===== config.mk =====
export PLATFORM = sky130hd
export DESIGN_NAME = adc_mux_shadow_ctrl
export DESIGN_NICKNAME = d
export VERILOG_FILES = /design/src/rtl/adc_sel_pkg.sv /design/src/rtl/adc_conv_seq.sv /design/src/rtl/adc_sel_shadow.sv /design/src/rtl/adc_result_stage.sv /design/src/rtl/adc_mux_shadow_ctrl.sv
export SDC_FILE = /design/constraint.sdc
export NUM_CORES = 1
export LEC_CHECK = 0
export BUFFER_PORTS_ARGS = -buffer_cell sky130_fd_sc_hd__clkbuf_2
export CAP_MARGIN = 20
export CORE_ASPECT_RATIO = 1.75
export CORE_MARGIN = 1.5
export CORE_UTILIZATION = 45
export DETAILED_ROUTE_END_ITERATION = 16
export PLACE_DENSITY = 0.73
export SYNTH_ARGS = -nofsm -noshare
export SYNTH_HDL_FRONTEND = slang
export SYNTH_SLANG_ARGS = --single-unit

===== constraint.sdc =====
create_clock -name clk -period 3.7 [get_ports clk]
set_clock_uncertainty 0.1 [all_clocks]
set_input_delay 0.74 -clock clk [delete_from_list [all_inputs] [get_ports clk]]
set_output_delay 0.74 -clock clk [all_outputs]
set_load 0.1 [all_outputs]

===== src/rtl/adc_sel_pkg.sv =====
package adc_sel_pkg;

    localparam int CHAN_W = 5;
    localparam int REF_W  = 2;
    localparam int SEL_W  = CHAN_W + REF_W;

    typedef enum logic [REF_W-1:0] {
        REF_EXT_PIN = 2'd0,
        REF_SUPPLY  = 2'd1,
        REF_INT_LO  = 2'd2,
        REF_INT_HI  = 2'd3
    } ref_e;

    typedef struct packed {
        ref_e              refsel;
        logic [CHAN_W-1:0] chan;
    } sel_t;

    typedef enum logic [1:0] {
        MODE_SINGLE = 2'd0,
        MODE_FREE   = 2'd1,
        MODE_TRIG   = 2'd2,
        MODE_RSVD   = 2'd3
    } mode_e;

    function automatic sel_t to_sel(input logic [SEL_W-1:0] raw);
        sel_t s;
        s.refsel = ref_e'(raw[SEL_W-1:CHAN_W]);
        s.chan   = raw[CHAN_W-1:0];
        return s;
    endfunction

    function automatic logic [SEL_W-1:0] from_sel(input sel_t s);
        return {s.refsel, s.chan};
    endfunction

endpackage


===== src/rtl/adc_conv_seq.sv =====
module adc_conv_seq
    import adc_sel_pkg::*;
#(
    parameter int CONV_CYCLES = 13
) (
    input  logic  clk,
    input  logic  rst,
    input  logic  en,
    input  mode_e mode,
    input  logic  start_wr,
    input  logic  trig_in,
    output logic  busy,
    output logic  final_cyc,
    output logic  launch,
    output logic  done
);
    localparam int              CNT_W = $clog2(CONV_CYCLES);
    localparam logic [CNT_W-1:0] LAST = CNT_W'(CONV_CYCLES - 1);

    logic [CNT_W-1:0] cnt;
    logic             pend;
    logic             trig_q;
    logic             trig_rise;
    logic             req;

    assign trig_rise = trig_in & ~trig_q;
    assign req       = start_wr | ((mode == MODE_TRIG) & trig_rise);
    assign final_cyc = busy && (cnt == LAST);
    assign launch    = en && ((pend && !busy) || (final_cyc && mode == MODE_FREE));
    assign done      = en && final_cyc;

    always_ff @(posedge clk) begin
        if (rst) begin
            trig_q <= 1'b0;
        end else begin
            trig_q <= trig_in;
        end
    end

    always_ff @(posedge clk) begin
        if (rst || !en) begin
            busy <= 1'b0;
            cnt  <= '0;
            pend <= 1'b0;
        end else begin
            if (launch) begin
                busy <= 1'b1;
                cnt  <= '0;
            end else if (final_cyc) begin
                busy <= 1'b0;
                cnt  <= '0;
            end else if (busy) begin
                cnt  <= cnt + 1'b1;
            end

            if (launch) begin
                pend <= 1'b0;
            end else if (req && !busy) begin
                pend <= 1'b1;
            end
        end
    end

    AST_START_LATENCY: assert property (@(posedge clk) disable iff (rst)
        (en && pend && !busy) |=> busy);
    AST_ABORT_IDLE: assert property (@(posedge clk) disable iff (rst)
        (!en) |=> (!busy));
    AST_FREE_RESTART: assert property (@(posedge clk) disable iff (rst)
        (done && mode == MODE_FREE) |=> busy);

endmodule


===== src/rtl/adc_sel_shadow.sv =====
module adc_sel_shadow
    import adc_sel_pkg::*;
(
    input  logic             clk,
    input  logic             rst,
    input  logic             sel_we,
    input  logic [SEL_W-1:0] sel_wdata,
    input  logic             lock,
    output sel_t             sel_vis,
    output sel_t             sel_shd
);
    always_ff @(posedge clk) begin
        if (rst) begin
            sel_vis <= '0;
        end else if (sel_we) begin
            sel_vis <= to_sel(sel_wdata);
        end
    end

    always_ff @(posedge clk) begin
        if (rst) begin
            sel_shd <= '0;
        end else if (!lock) begin
            sel_shd <= sel_vis;
        end
    end

    AST_WRITE_ANY_STATE: assert property (@(posedge clk) disable iff (rst)
        sel_we |=> (from_sel(sel_vis) == $past(sel_wdata)));

endmodule


===== src/rtl/adc_result_stage.sv =====
module adc_result_stage
    import adc_sel_pkg::*;
#(
    parameter int RES_W = 10
) (
    input  logic             clk,
    input  logic             rst,
    input  logic             launch,
    input  logic             done,
    input  sel_t             sel_shd,
    input  logic [RES_W-1:0] conv_data,
    input  logic             flag_clr,
    output logic [RES_W-1:0] result,
    output sel_t             result_sel,
    output logic             result_discard,
    output logic             done_flag
);
    sel_t tag;
    ref_e last_ref;

    always_ff @(posedge clk) begin
        if (rst) begin
            tag <= '0;
        end else if (launch) begin
            tag <= sel_shd;
        end
    end

    always_ff @(posedge clk) begin
        if (rst) begin
            result         <= '0;
            result_sel     <= '0;
            result_discard <= 1'b0;
            last_ref       <= REF_EXT_PIN;
        end else if (done) begin
            result         <= conv_data;
            result_sel     <= tag;
            result_discard <= (tag.refsel != last_ref);
            last_ref       <= tag.refsel;
        end
    end

    always_ff @(posedge clk) begin
        if (rst) begin
            done_flag <= 1'b0;
        end else if (done) begin
            done_flag <= 1'b1;
        end else if (flag_clr) begin
            done_flag <= 1'b0;
        end
    end

    AST_FLAG_ON_DONE: assert property (@(posedge clk) disable iff (rst)
        done |=> done_flag);
    AST_RESULT_CAPTURE: assert property (@(posedge clk) disable iff (rst)
        done |=> (result == $past(conv_data)));

endmodule


===== src/rtl/adc_mux_shadow_ctrl.sv =====
module adc_mux_shadow_ctrl
    import adc_sel_pkg::*;
#(
    parameter int CONV_CYCLES = 13,
    parameter int RES_W       = 10
) (
    input  logic                clk,
    input  logic                rst,
    input  logic                en,
    input  logic [1:0]          mode,
    input  logic                sel_we,
    input  logic [SEL_W-1:0]    sel_wdata,
    input  logic                start_wr,
    input  logic                trig_in,
    input  logic                flag_clr,
    input  logic [RES_W-1:0]    conv_data,
    output logic [SEL_W-1:0]    sel_reg,
    output logic [CHAN_W-1:0]   mux_chan,
    output logic [REF_W-1:0]    mux_ref,
    output logic                busy,
    output logic                done_flag,
    output logic [RES_W-1:0]    result,
    output logic [SEL_W-1:0]    result_sel,
    output logic                result_discard
);
    logic  final_cyc;
    logic  launch;
    logic  done;
    logic  lock;
    sel_t  sel_vis;
    sel_t  sel_shd;
    sel_t  res_sel;

    adc_conv_seq #(.CONV_CYCLES(CONV_CYCLES)) u_seq (
        .clk       (clk),
        .rst       (rst),
        .en        (en),
        .mode      (mode_e'(mode)),
        .start_wr  (start_wr),
        .trig_in   (trig_in),
        .busy      (busy),
        .final_cyc (final_cyc),
        .launch    (launch),
        .done      (done)
    );

    assign lock = busy && !final_cyc;

    adc_sel_shadow u_shadow (
        .clk       (clk),
        .rst       (rst),
        .sel_we    (sel_we),
        .sel_wdata (sel_wdata),
        .lock      (lock),
        .sel_vis   (sel_vis),
        .sel_shd   (sel_shd)
    );

    adc_result_stage #(.RES_W(RES_W)) u_result (
        .clk            (clk),
        .rst            (rst),
        .launch         (launch),
        .done           (done),
        .sel_shd        (sel_shd),
        .conv_data      (conv_data),
        .flag_clr       (flag_clr),
        .result         (result),
        .result_sel     (res_sel),
        .result_discard (result_discard),
        .done_flag      (done_flag)
    );

    assign sel_reg    = from_sel(sel_vis);
    assign mux_chan   = sel_shd.chan;
    assign mux_ref    = sel_shd.refsel;
    assign result_sel = from_sel(res_sel);

    AST_IDLE_TRACK: assert property (@(posedge clk) disable iff (rst)
        (!busy) |=> ({mux_ref, mux_chan} == $past(sel_reg)));
    AST_FROZEN_WINDOW: assert property (@(posedge clk) disable iff (rst)
        (busy && !final_cyc) |=> $stable({mux_ref, mux_chan}));

endmodule


## After elaboration in Yosys (flattened, before gate mapping)

Cells that the tools add are included.

- Logic and storage cells: 44
- Input port bits: 26
- Register bits: 47
- ROM bits: 0
- Memories: 0
- Bits in latches: 0
- Output and inout bits: 34
- Bits in writable memories: 0

- Bitwise operators: 4
- Div/mod/pow operators: 0
- Multiply operators: 0
- Muxes and demuxes: 4
- Add/sub/neg operators: 1
- Eq/ne operators: 4
- Shift operators: 0
- Reduce and logical (&&, ||, !) cells: 16
- Magnitude comparators: 0

Operators with widths:

| cell | number |
|---|---|
| logical AND 1 bit | 7 |
| adder 4 x 1 -> 4 bit, second input constant | 1 |
| equality test 4 bit, second input constant | 1 |
| 2-to-1 mux 1 bit | 4 |
| nonzero test 2 bit | 2 |
| logical NOT 1 bit | 3 |
| OR reduction 3 bit | 1 |
| AND 1 bit | 2 |
| equality test 2 x 1 -> 1 bit, second input constant | 1 |
| equality test 2 bit, second input constant | 1 |
| logical OR 1 bit | 2 |
| != test 2 bit | 1 |
| OR reduction 2 bit | 1 |
| NOT 1 bit | 1 |
| OR 1 bit | 1 |

## Depth between registers and ports, before layout

Gate-level depths: netlist (run 1).

- Depth in word-level cells: 6
- Mapped depth: 6
- Gate-level depth less buffers: 5

## Modules after synthesis

Synthesis (run 1) repeated with hierarchy kept, for this count alone.

- Cells, all modules: 176
- Area, all modules: 1815.5 sq um

Modules (own cells, without submodules):

| module | cells each | area an instance (sq um) | sequential area each (sq um) | times used |
|---|---|---|---|---|
| adc_result_stage | 87 | 940.9 | 520.5 | 1 |
| adc_sel_shadow | 45 | 500.5 | 280.3 | 1 |
| adc_conv_seq | 43 | 360.3 | 140.1 | 1 |
| adc_mux_shadow_ctrl | 1 | 13.8 | 0.0 | 1 |

## Least setup slack after synthesis (run 1)

OpenSTA, ideal clock, no wires.

- Kind: register -> register
- Start: register u_seq.busy
- End: register u_result.tag[4] (netlist name)
- Arrival time: 1882 ps
- Stages on the path, launching flop included: 5
- Library setup time: 72 ps
- Slack: 1646 ps
- Data required time: 3528 ps
- Period minus slack after synthesis: 2054 ps
- Buffers on the path: 1
- Path through: dfxtp_1 > buf_2 > nand4_4 > o22ai_4 > mux2i_1

- Cells in the longest elaborated chain, start to end: 4
- Elaborated cells between the ends (all ways): 6
- Classes of those cells: reduce/logical (6)

RTL lines:

| element | RTL line | RTL |
|---|---|---|
| start: declaration | adc_conv_seq.sv:12 | `output logic busy,` |
| start signal: assignment | adc_conv_seq.sv:42 | `busy <= 1'b0;` |
| start signal: assignment | adc_conv_seq.sv:47 | `busy <= 1'b1;` |
| start signal: assignment | adc_conv_seq.sv:50 | `busy <= 1'b0;` |
| logical NOT 1 bit / logical AND 1 bit (equally long branches) | adc_conv_seq.sv:29, adc_conv_seq.sv:28 |  |
| logical AND 1 bit | adc_conv_seq.sv:29 | `assign launch = en && ((pend && !busy) \|\| (final_cyc && mode == MODE_FREE));` |
| logical OR 1 bit * | adc_conv_seq.sv:29 |  |
| logical AND 1 bit * | adc_conv_seq.sv:29 |  |
| end signal: assignment | adc_result_stage.sv:25 | `tag <= sel_shd;` |
| end: declaration | adc_result_stage.sv:18 | `sel_t tag;` |

Every way passes the cells marked *; elsewhere a longest branch is shown, timed or not.
A chain may end at the register's enable or synchronous reset.

## Worst setup path after layout (run 1)

- Start: input en
- End: register u_result.tag[6] (netlist name)

- Cells in the longest elaborated chain, start to end: 1

RTL lines:

| element | RTL line | RTL |
|---|---|---|
| start: declaration | adc_mux_shadow_ctrl.sv:9 | `input logic en,` |
| logical AND 1 bit | adc_conv_seq.sv:29 |  |

No other way between the ends.

==> results by group, run 1 <==
Floorplanning
  – # rows: 31
  – Die H: between 80 and 90 microns
  – Core footprint: around 0.004 sq mm
  – Ports: 60
  – Die ar.: between 0.004 and 0.005 sq mm
  – Initial Util: 0.4696
  – Die Wd: between 50 and 60 microns

Critical path
  – Required time worst endpoint: between 3 and 4 ns
  – CP Max Fanout: 22
  – CP cell instances: clkbuf_2, clkinv_1, o22ai_4, mux2i_1
  – Critical Path Start Type: input port
  – Largest delay share family, worst path: buffers and inverters
  – Critical path arrival: roughly 2.4 ns
  – CP bufs+invs: 2
  – Crit-path max cell delay: 0.53 ns
  – Slowest CP cell: clkinv_1
  – CP endpoint kind: flop
  – Setup CP Type: in -> reg

Detailed routing
  – WL/cell: around 13 microns
  – Post-Route WL: roughly 4100 microns
  – Via count: 1,710
  – Antenna-violating nets left: 0
  – Drt first pass iters: 4
  – DRC viols: 0
  – Initial DRC count: 37
  – Vias/cell: ~5.4

Timing
  – Fin. max-slew vios: 0
  – RSZ-0062 raised after global routing: no
  – Post-route clock period utilization: 0.6028
  – Fmax: 448.4 MHz
  – Minimum clock period: between 2 and 2.5 ns
  – Final setup violation count: 0
  – Rel. slew slack: 0.5415
  – Setup TNS: 0 ns
  – Final hold vios: 0
  – Tightest Pin Transition: ~0.7 ns

Yosys
  – Ys Warns: 0
  – Yosys cell types: 28
  – Syn_nets: 244
  – Seq/Total Area, Yosys: 0.4874
  – Cells after Synth: between 200 and 250
  – Mean Syn Cell Area: 8.938 sq um
  – Yosys reg bits: 47
  – Cell area after synthesis: approximately 0.0019 sq mm

GRT
  – Global route overflow: 0
  – Antenna violations before repair: 0
  – First-pass GRT wire length: about 6400 microns
  – Most Used Layer, Global Route: met2
  – GR Util met2: 0.3330
  – Largest net degree at the start of global routing: 50
  – GRT met3 Usage: 0.03974
  – Vias in the first global route: approximately 1,500
  – Total track usage: 0.1810
  – Met1 usage in global routing: 0.1931

Placed design
  – IO buf count: 59
  – DP HPWL: around 2900 microns
  – Post-Place Cells: about 310
  – Placer Congestion: ~0.79

Status
  – Status: complete, no violations

Layout
  – Final Non-Filler Cells: 318
  – Most frequent cells in the layout: clkbuf_2 (59), dfxtp_1 (47), a21oi_1 (32)
  – Ant. Diodes: 0
  – Most common cell after layout, fill and taps aside: clkbuf_2
  – Layout net count: ~300
  – Synthesis-to-finish area growth: 19.90%
  – Layout cells sized above 1: 0.2528

Pwr
  – P_leak: approximately 0.94 nW
  – P per Cell Area: around 400 mW/mm^2
  – VDD IR max: 319.8 uV

Min path
  – Worst hold-check path type: reg -> reg

Clocking
  – Hold buffer count at cts: 0
  – Post-CTS Resized: 0
  – Clock Path Buffers: 2
  – CTS Root Cell: clkbuf_8
  – H-tree Lvls: 2
  – Post-CTS setup buffers: 0
  – CTS sink count: 47
  – Clock Latency Late Sink: 0.29 ns
  – Clk slew on worst S/H paths: roughly 0.080 ns
  – Total CTS buffers: 5
  – CTS tree: done

Job
  – Max Cap Violations: 0
==> per-stage QoR <==
step	setup WS (ns)	hold slack, ns	util	total power [W]	instance area (sq um)
after CTS	1.457	0.3776	0.5630	0.0009314	2315
final	1.470	0.3764	0.5630	0.0009215	2315
after floorplan	1.646	0.3442	-	0.0006248	1931
after global placement	1.226	0.3595	0.5453	0.0006524	2242
after detailed placement	1.149	0.3636	0.5453	0.0006537	2242
after global routing	1.298	0.4001	0.5630	0.0009600	2315
==> kinds of logic (layout without fill, tap and decap cells) <==
group	after synthesis	count (layout)	share of synthesized area
adder cells (fa/ha/maj)	2	2	0.01296
AND/OR/NAND/NOR	69	69	0.2015
AO/OA/AOI/OAI	63	63	0.1756
flip-flops	47	47	0.4874
buffers and inverters	19	72	0.04082
XOR/XNOR	2	2	0.009075
multiplexers	14	14	0.07258
==> layer usage <==
| metal | up-vias | routed length, microns |
|---|---|---|
| met5 | - | 0 |
| met4 | 0 | 71 |
| met3 | 7 | 151 |
| met2 | 33 | 2225 |
| met1 | 803 | 1626 |
| li1 | 867 | - |
==> cell usage after synthesis <==
| cell type | number | area [sq um] |
|---|---|---|
| a211oi_1 | 2 | 15.01 |
| a21oi_1 | 32 | 160.2 |
| a32oi_1 | 1 | 8.760 |
| and3_1 | 2 | 12.51 |
| and4_1 | 1 | 8.760 |
| buf_1 | 1 | 3.750 |
| buf_2 | 3 | 15.01 |
| buf_4 | 1 | 7.510 |
| clkbuf_1 | 9 | 33.78 |
| clkinv_1 | 1 | 3.750 |
| dfxtp_1 | 47 | 940.9 |
| ha_1 | 2 | 25.02 |
| inv_1 | 4 | 15.01 |
| mux2i_1 | 14 | 140.1 |
| nand2_1 | 4 | 15.01 |
| nand2b_1 | 17 | 106.4 |
| nand3_1 | 27 | 135.1 |
| nand3b_1 | 2 | 15.01 |
| nand4_4 | 1 | 21.27 |
| nor2_1 | 9 | 33.78 |
| nor2b_1 | 2 | 12.51 |
| nor3_1 | 1 | 5.000 |
| nor4_1 | 1 | 6.260 |
| nor4bb_1 | 1 | 10.01 |
| o21ai_0 | 27 | 135.1 |
| o22ai_4 | 1 | 20.02 |
| or4_1 | 1 | 7.510 |
| xor2_1 | 2 | 17.52 |
==> path summary, 6_finish.rpt <==
path | from | to | slack (ns) | cells after the start
setup / recovery | en | u_result.tag[6]$_SDFFE_PP0P_ | 1.47 | 4
hold / removal | u_result.tag[0]$_SDFFE_PP0P_ | u_result.tag[0]$_SDFFE_PP0P_ | 0.38 | 2
setup reg to reg | u_seq.cnt[0]$_SDFFE_PP0P_ | u_seq.cnt[0]$_SDFFE_PP0P_ | 1.73 | 5
hold reg to reg | u_result.tag[0]$_SDFFE_PP0P_ | u_result.tag[0]$_SDFFE_PP0P_ | 0.38 | 2
==> power by group <==
part	total (W)	internal [W]	switching, W
logic	0.000119	0.0000290	0.0000904
clock network	0.000280	0.000126	0.000154
registers	0.000522	0.000515	0.00000680
==> worst register-to-register path: cells and delay by family, from the launching register on <==
| kind | cells | cell delay [ns] |
|---|---|---|
| buffers and inverters | 1 | 0.10 |
| AOI/OAI and AO/OA | 1 | 0.06 |
| and+or+nand+nor | 2 | 0.97 |
| DFF | 1 | 0.35 |
| adders and majority gates | 1 | 0.29 |
==> final cells by class <==
cell class              count  area (sq um)
well taps                  49         61.31
inverters                   5         18.77
clock buffers               6         72.57
multi-input cells         150         910.9
flip-flops and latches     47         940.9
fillers                   415          1797
repair buffers             61         310.3
==> flip-flops by register name, indices dropped and copies added, names as in the netlist, 4 cells and up <==
| register | cells |
|---|---|
| u_result.result | 10 |
| u_result.result_sel | 7 |
| u_result.tag | 7 |
| u_seq.cnt | 4 |
| u_shadow.sel_shd | 7 |
| u_shadow.sel_vis | 7 |
Note: power is estimated with default switching activity, not from simulation.
==> run 2, diff against run 1 <==
clock period = 2.12 ns   (was 3.7 ns; I/O delays follow)
==> run 2 against run 1 <==
Routed wire length down 1.1%. Setup slack worse by 1.2 ns. Sequential cell count unchanged. Core utilization up 1.2 points. Cell area up 2.1%. Clock power up 98%. Final cell count up 1.6%. Critical path type is now reg -> reg. Global-route usage down 0.17 points. Total power up 82%. Critical path depth up 2.
==> results by group, run 2 (synthesis gave the netlist of run 1 again) <==
Detailed routing
  – DRC viols: 0 (unchanged)
  – Post-Route WL: 4030 microns (-1.1%)
  – Drt first pass iters: 4 (unchanged)
  – Initial DRC count: 58 (+57%)
  – WL/cell: 12.48 microns (-2.6%)
  – Antenna-violating nets left: 0 (unchanged)
  – Vias/cell: 5.285 (-1.7%)
  – Via count: 1,707 (-0.18%)

Floorplanning
  – Initial Util: 0.4696 (unchanged)
  – Ports: 60 (unchanged)
  – Die H: 89.65 microns (unchanged)
  – # rows: 31 (unchanged)
  – Die ar.: 0.004708 sq mm (unchanged)
  – Core footprint: 0.004111 sq mm (unchanged)
  – Die Wd: 52.52 microns (unchanged)

Critical path
  – R2R Path Start: u_seq.cnt[0]$_SDFFE_PP0P_
  – Required time worst endpoint: 2.24 ns (-1.58 ns)
  – Critical Path Start Type: flop
  – Crit-path max cell delay: 0.48 ns (-0.05 ns)
  – Critical Path Start: u_seq.cnt[0]$_SDFFE_PP0P_
  – Reg-to-reg slack, setup: 0.30 ns (-1.43 ns)
  – CP cell instances: inv_1, ha_1, and4_1, buf_4, nand3_1, a21oi_1
  – Critical path arrival: 1.94 ns (-0.41 ns)
  – Largest delay share family, worst path: simple AND/OR/NAND/NOR gates
  – Setup CP Type: reg -> reg
  – Levels on crit path: 6 (+2)
  – Reg-to-reg endpoint: u_result.result[9]$_SDFFE_PP0P_
  – Slowest CP cell: and4_1
  – R2R depth: 6 (+1)
  – CP endpoint kind: flop
  – CP endpoint: u_result.result[9]$_SDFFE_PP0P_
  – CP Max Fanout: 12 (-45%)
  – CP bufs+invs: 2 (unchanged)

Clocking
  – Clk slew on worst S/H paths: 0.09 ns (about the same)
  – CTS Root Cell: clkbuf_8
  – H-tree Lvls: 2 (unchanged)
  – Post-CTS setup buffers: 0 (unchanged)
  – Total CTS buffers: 5 (unchanged)
  – CTS tree: done
  – Clock Latency Late Sink: 0.29 ns (about the same)
  – Clock Path Buffers: 2 (unchanged)
  – CTS sink count: 47 (unchanged)
  – Post-CTS Resized: 0 (unchanged)
  – Hold buffer count at cts: 0 (unchanged)

GRT
  – Antenna violations before repair: 0 (unchanged)
  – Largest net degree at the start of global routing: 49 (-2.0%)
  – Global route overflow: 0 (unchanged)
  – First-pass GRT wire length: 6506 microns (+1.4%)
  – Met1 usage in global routing: 0.2017 (+0.008579)
  – GRT met3 Usage: 0.03808 (-0.001656)
  – Most Used Layer, Global Route: met2
  – GR Util met2: 0.3205 (-0.01250)
  – Total track usage: 0.1793 (-0.001701)
  – Vias in the first global route: 1,556 (+5.5%)

Timing
  – Setup TNS: 0 ns (unchanged)
  – Fmax: between 500 and 600 MHz
  – Post-route clock period utilization: 0.8569
  – Tightest Pin Transition: 0.5462 ns (-0.1416 ns)
  – Rel. slew slack: 0.6374 (+0.09592)
  – Final setup margin: 0.3035 ns (-1.166 ns)
  – Minimum clock period: around 1.8 ns
  – RSZ-0062 raised after global routing: no
  – Fin. max-slew vios: 0 (unchanged)
  – Final setup violation count: 0 (unchanged)
  – Final hold vios: 0 (unchanged)
  – Smallest hold slack: 0.2595 ns (-0.1169 ns)

Layout
  – Most common cell after layout, fill and taps aside: clkbuf_2
  – Register Area: 940.9 sq um (unchanged)
  – Layout cells sized above 1: 0.2664 (+0.01364)
  – Max reg flops: 10 (unchanged)
  – Synthesis-to-finish area growth: 22.36%
  – Layout net count: 301 (+1.0%)
  – Ant. Diodes: 0 (unchanged)
  – Most frequent cells in the layout: clkbuf_2 (58), dfxtp_1 (47), a21oi_1 (32)
  – Biggest register: u_result.result
  – Multi-input combinational cell area: 910.9 sq um (unchanged)
  – Layout fillers: 385 (-7.2%)
  – Final Non-Filler Cells: 323 (+1.6%)

Pwr
  – Seq pwr share: 0.544 (-0.022)
  – P per Cell Area: 709.8 mW/mm^2 (+78%)
  – Clock power frac: 0.330 (+0.026)
  – VDD IR max: 796.0 uV (+150%)
  – P_leak: 0.9634 nW (+2.9%)
  – Combinational fraction of design power: 0.126 (-0.004)
  – PnR Total Power: 0.001677 W (+82%)
  – P_sw: 0.0004571 W (+82%)
  – Internal: 0.001220 W (+82%)
  – Sw Share: 0.2726 (about the same)

Placed design
  – DP Worst Slack: 0.2908 ns (-0.8587 ns)
  – DP HPWL: 2967 microns (+3.1%)
  – IO buf count: 59 (unchanged)
  – Post-Place Cells: 315 (+0.96%)
  – Placer Congestion: 0.8233 (+3.9%)

Job
  – Max Cap Violations: 0 (unchanged)

Min path
  – Worst hold-check path type: in -> reg

Status
  – Status: complete, no violations
[run 2: layout make-up]
cell class                      instances  share of cell area
Sequential cell                        47              0.3983
Multi-Input combinational cell        150              0.3856
Timing Repair Buffer                   64              0.1419
Clock buffer                            7             0.03655
Tap cell                               49             0.02595
Inverter                                5            0.007945
Clock inverter                          1            0.003708
[run 2: stage by stage]
stage | utilization | cell area, sq um
after global placement | 0.5514 | 2267
after global routing | 0.5746 | 2362
after detailed placement | 0.5514 | 2267
final | 0.5746 | 2362
after CTS | 0.5746 | 2362
after floorplan | - | 1931
[run 2: power by group through the flow]
stage,sequential [W],combinational [W],clock [W]
floorplan,0.00103,0.0000623,0
global placement,0.000932,0.000211,0
detailed placement,0.000932,0.000212,0
CTS,0.000912,0.000213,0.000568
global route,0.000914,0.000224,0.000597
finish,0.000912,0.000211,0.000554
[run 2: worst reg2reg max path, cell delays in order, from the launching register on]
cell,delay (ns)
dfxtp_1,0.34
inv_1,0.09
ha_1,0.29
and4_1,0.48
buf_4,0.24
nand3_1,0.09
a21oi_1,0.13
[run 2: worst min path at each step]
stage                                             from                                   to  slack, ns  cells past startpoint
final                                     sel_wdata[6]     u_shadow.sel_vis[6]$_SDFFE_PP0P_       0.26                      3
after global routing                      conv_data[4]      u_result.result[4]$_SDFFE_PP0P_       0.26                      3
after CTS                                 conv_data[8]      u_result.result[8]$_SDFFE_PP0P_       0.25                      3
after detailed placement  u_result.tag[1]$_SDFFE_PP0P_  u_result.result_sel[1]$_SDFFE_PP0P_       0.36                      2
after global placement    u_result.tag[4]$_SDFFE_PP0P_  u_result.result_sel[4]$_SDFFE_PP0P_       0.35                      2
after floorplan           u_result.tag[0]$_SDFFE_PP0P_  u_result.result_sel[0]$_SDFFE_PP0P_       0.34                      2
[run 2: metal layers]
layer / vias to the layer above / share of wire
li1: 876 / -
met1: 787 / 0.40
met2: 37 / 0.54
met3: 7 / 0.040
met4: 0 / 0.017
met5: - / 0
==> run 3, diff against run 2 <==
PLACE_DENSITY = 0.72   (was 0.73)
==> run 3 against run 2 <==
Sequential cell count is the same. Largest power group unchanged. Critical path depth is the same. Sequential power is essentially flat.
==> results by group, run 3 (synthesis gave the netlist of run 1 again) <==
Timing
  – Tightest Pin Transition: 0.5473 ns (+0.001076 ns)
  – RSZ-0062 raised after global routing: no
  – Fmax: 530.6 MHz (-3.6%)
  – Setup TNS: 0 ns (unchanged)
  – Fin. max-slew vios: 0 (unchanged)
  – Minimum clock period: 1.885 ns (+0.06796 ns)
  – Rel. slew slack: 0.6367 (-0.0007150)
  – Final hold vios: 0 (unchanged)
  – Final setup violation count: 0 (unchanged)
  – Post-route clock period utilization: 0.8889 (+0.03206)

Layout
  – Layout net count: 302 (+0.33%)
  – Max reg flops: 10 (unchanged)
  – Most frequent cells in the layout: clkbuf_2 (58), dfxtp_1 (47), a21oi_1 (32)
  – Layout cells sized above 1: 0.2664 (unchanged)
  – Synthesis-to-finish area growth: 23.14%
  – Ant. Diodes: 0 (unchanged)
  – Biggest register: u_result.result
  – Most common cell after layout, fill and taps aside: clkbuf_2

GRT
  – Vias in the first global route: 1,552 (-0.26%)
  – Largest net degree at the start of global routing: 49 (unchanged)
  – Antenna violations before repair: 0 (unchanged)
  – Global route overflow: 0 (unchanged)
  – First-pass GRT wire length: 6679 microns (+2.7%)
  – Total track usage: 0.1852 (+0.005862)

Critical path
  – Setup CP Type: reg -> reg
  – CP endpoint kind: flop
  – Critical path arrival: 2.01 ns (+0.07 ns)
  – CP Max Fanout: 14 (+2)
  – Required time worst endpoint: 2.25 ns (about the same)
  – Slowest CP cell: and4_1
  – Critical Path Start Type: flop
  – Crit-path max cell delay: 0.54 ns (+0.06 ns)
  – CP cell instances: inv_1, ha_1, and4_1, buf_4, nand3_1, a21oi_1

Clocking
  – Post-CTS Resized: 0 (unchanged)
  – CTS sink count: 47 (unchanged)
  – CTS tree: done
  – H-tree Lvls: 2 (unchanged)
  – Post-CTS setup buffers: 0 (unchanged)
  – Total CTS buffers: 5 (unchanged)
  – Clock Path Buffers: 2 (unchanged)
  – Clk slew on worst S/H paths: 0.08 ns (about the same)
  – Hold buffer count at cts: 0 (unchanged)
  – Clock Latency Late Sink: 0.29 ns (about the same)
  – CTS Root Cell: clkbuf_8

Pwr
  – PnR Total Power: 0.001739 W (+3.7%)
  – Seq pwr share: 0.524 (-0.020)
  – Internal: 0.001298 W (+6.4%)
  – Clock power frac: 0.354 (+0.024)
  – P_sw: 0.0004411 W (-3.5%)
  – P per Cell Area: 731.6 mW/mm^2 (+3.1%)
  – Combinational fraction of design power: 0.122 (-0.004)
  – VDD IR max: 680.3 uV (-15%)
  – P_leak: 0.9717 nW (+0.86%)
  – Sw Share: 0.2536 (-0.01901)

Detailed routing
  – Via count: 1,728 (+1.2%)
  – Initial DRC count: 34 (-41%)
  – Post-Route WL: 4113 microns (+2.1%)
  – WL/cell: 12.73 microns (+2.1%)
  – Vias/cell: 5.350 (+1.2%)
  – DRC viols: 0 (unchanged)
  – Drt first pass iters: 5 (+1)
  – Antenna-violating nets left: 0 (unchanged)

Placed design
  – DP HPWL: 2933 microns (-1.1%)
  – IO buf count: 59 (unchanged)
  – Placer Congestion: 0.8234 (about the same)

Floorplanning
  – Initial Util: 0.4696 (unchanged)
  – Die H: 89.65 microns (unchanged)
  – Die ar.: 0.004708 sq mm (unchanged)
  – Ports: 60 (unchanged)
  – Die Wd: 52.52 microns (unchanged)
  – Core footprint: 0.004111 sq mm (unchanged)
  – # rows: 31 (unchanged)

Min path
  – Worst hold-check path type: in -> reg

Status
  – Status: complete, no violations

Job
  – Max Cap Violations: 0 (unchanged)
[run 3: cell count changes in the layout (fill, tap and decap cells not counted)]
| cell | before | now |
|---|---|---|
| buf_4 | 6 | 7 |
| bufinv_16 | 0 | 1 |
| clkbuf_8 | 6 | 5 |
| clkinv_4 | 1 | 0 |
[run 3: cell type report]
cell class	count	area (sq um)
fill	425	1734
inverter	5	18.77
clock inverter	1	30.03
sequential	47	940.9
clock buffer	6	72.57
timing repair buffer	65	342.8
multi-input combinational	150	910.9
tap	49	61.31
[run 3: path summary, 6_finish.rpt]
check	slack (ns)	startpoint	endpoint	depth (start not counted)
hold / removal	0.26	conv_data[3]	u_result.result[3]$_SDFFE_PP0P_	3
setup / recovery	0.24	u_seq.cnt[0]$_SDFFE_PP0P_	u_result.result_sel[2]$_SDFFE_PP0P_	6
setup reg to reg	0.24	u_seq.cnt[0]$_SDFFE_PP0P_	u_result.result_sel[2]$_SDFFE_PP0P_	6
hold reg to reg	0.37	u_result.tag[3]$_SDFFE_PP0P_	u_result.result_sel[3]$_SDFFE_PP0P_	2
[run 3: power groups by stage]
stage                     Combinational, W  Clock (W)  Sequential [W]
after global placement            0.000212          0        0.000932
after CTS                         0.000214   0.000636        0.000911
after detailed placement          0.000214          0        0.000932
after global routing              0.000226   0.000667        0.000914
after floorplan                  0.0000623          0         0.00103
final                             0.000213   0.000616        0.000911
[run 3: worst max-delay path: cells and delay by family, from the launching register on]
| family | cells | cell delay, ns |
|---|---|---|
| AND/OR/NAND/NOR | 2 | 0.62 |
| buffers and inverters | 2 | 0.35 |
| AO/OA/AOI/OAI | 1 | 0.12 |
| flip-flops | 1 | 0.34 |
| adder cells (fa/ha/maj) | 1 | 0.30 |
[run 3: stage by stage]
step	util	instance area, sq um	setup slack (ns)	cells	hold slack (ns)
finish	0.5782	2377	0.2355	323	0.2593
global route	0.5782	2377	0.05002	323	0.2570
global placement	0.5533	2275	0.3054	316	0.3524
floorplan	-	1931	0.06618	216	0.3442
detailed placement	0.5533	2275	0.2559	316	0.3563
CTS	0.5782	2377	0.2340	323	0.2496
[run 3: per-layer routing]
metal  routed length [microns]  global-route usage  vias to the layer above
met5                         0                   0                        -
li1                          -                   -                      879
met2                      2158              0.3250                       39
met1                      1723              0.2135                      803
met4                        65             0.07226                        0
met3                       165             0.04305                        7
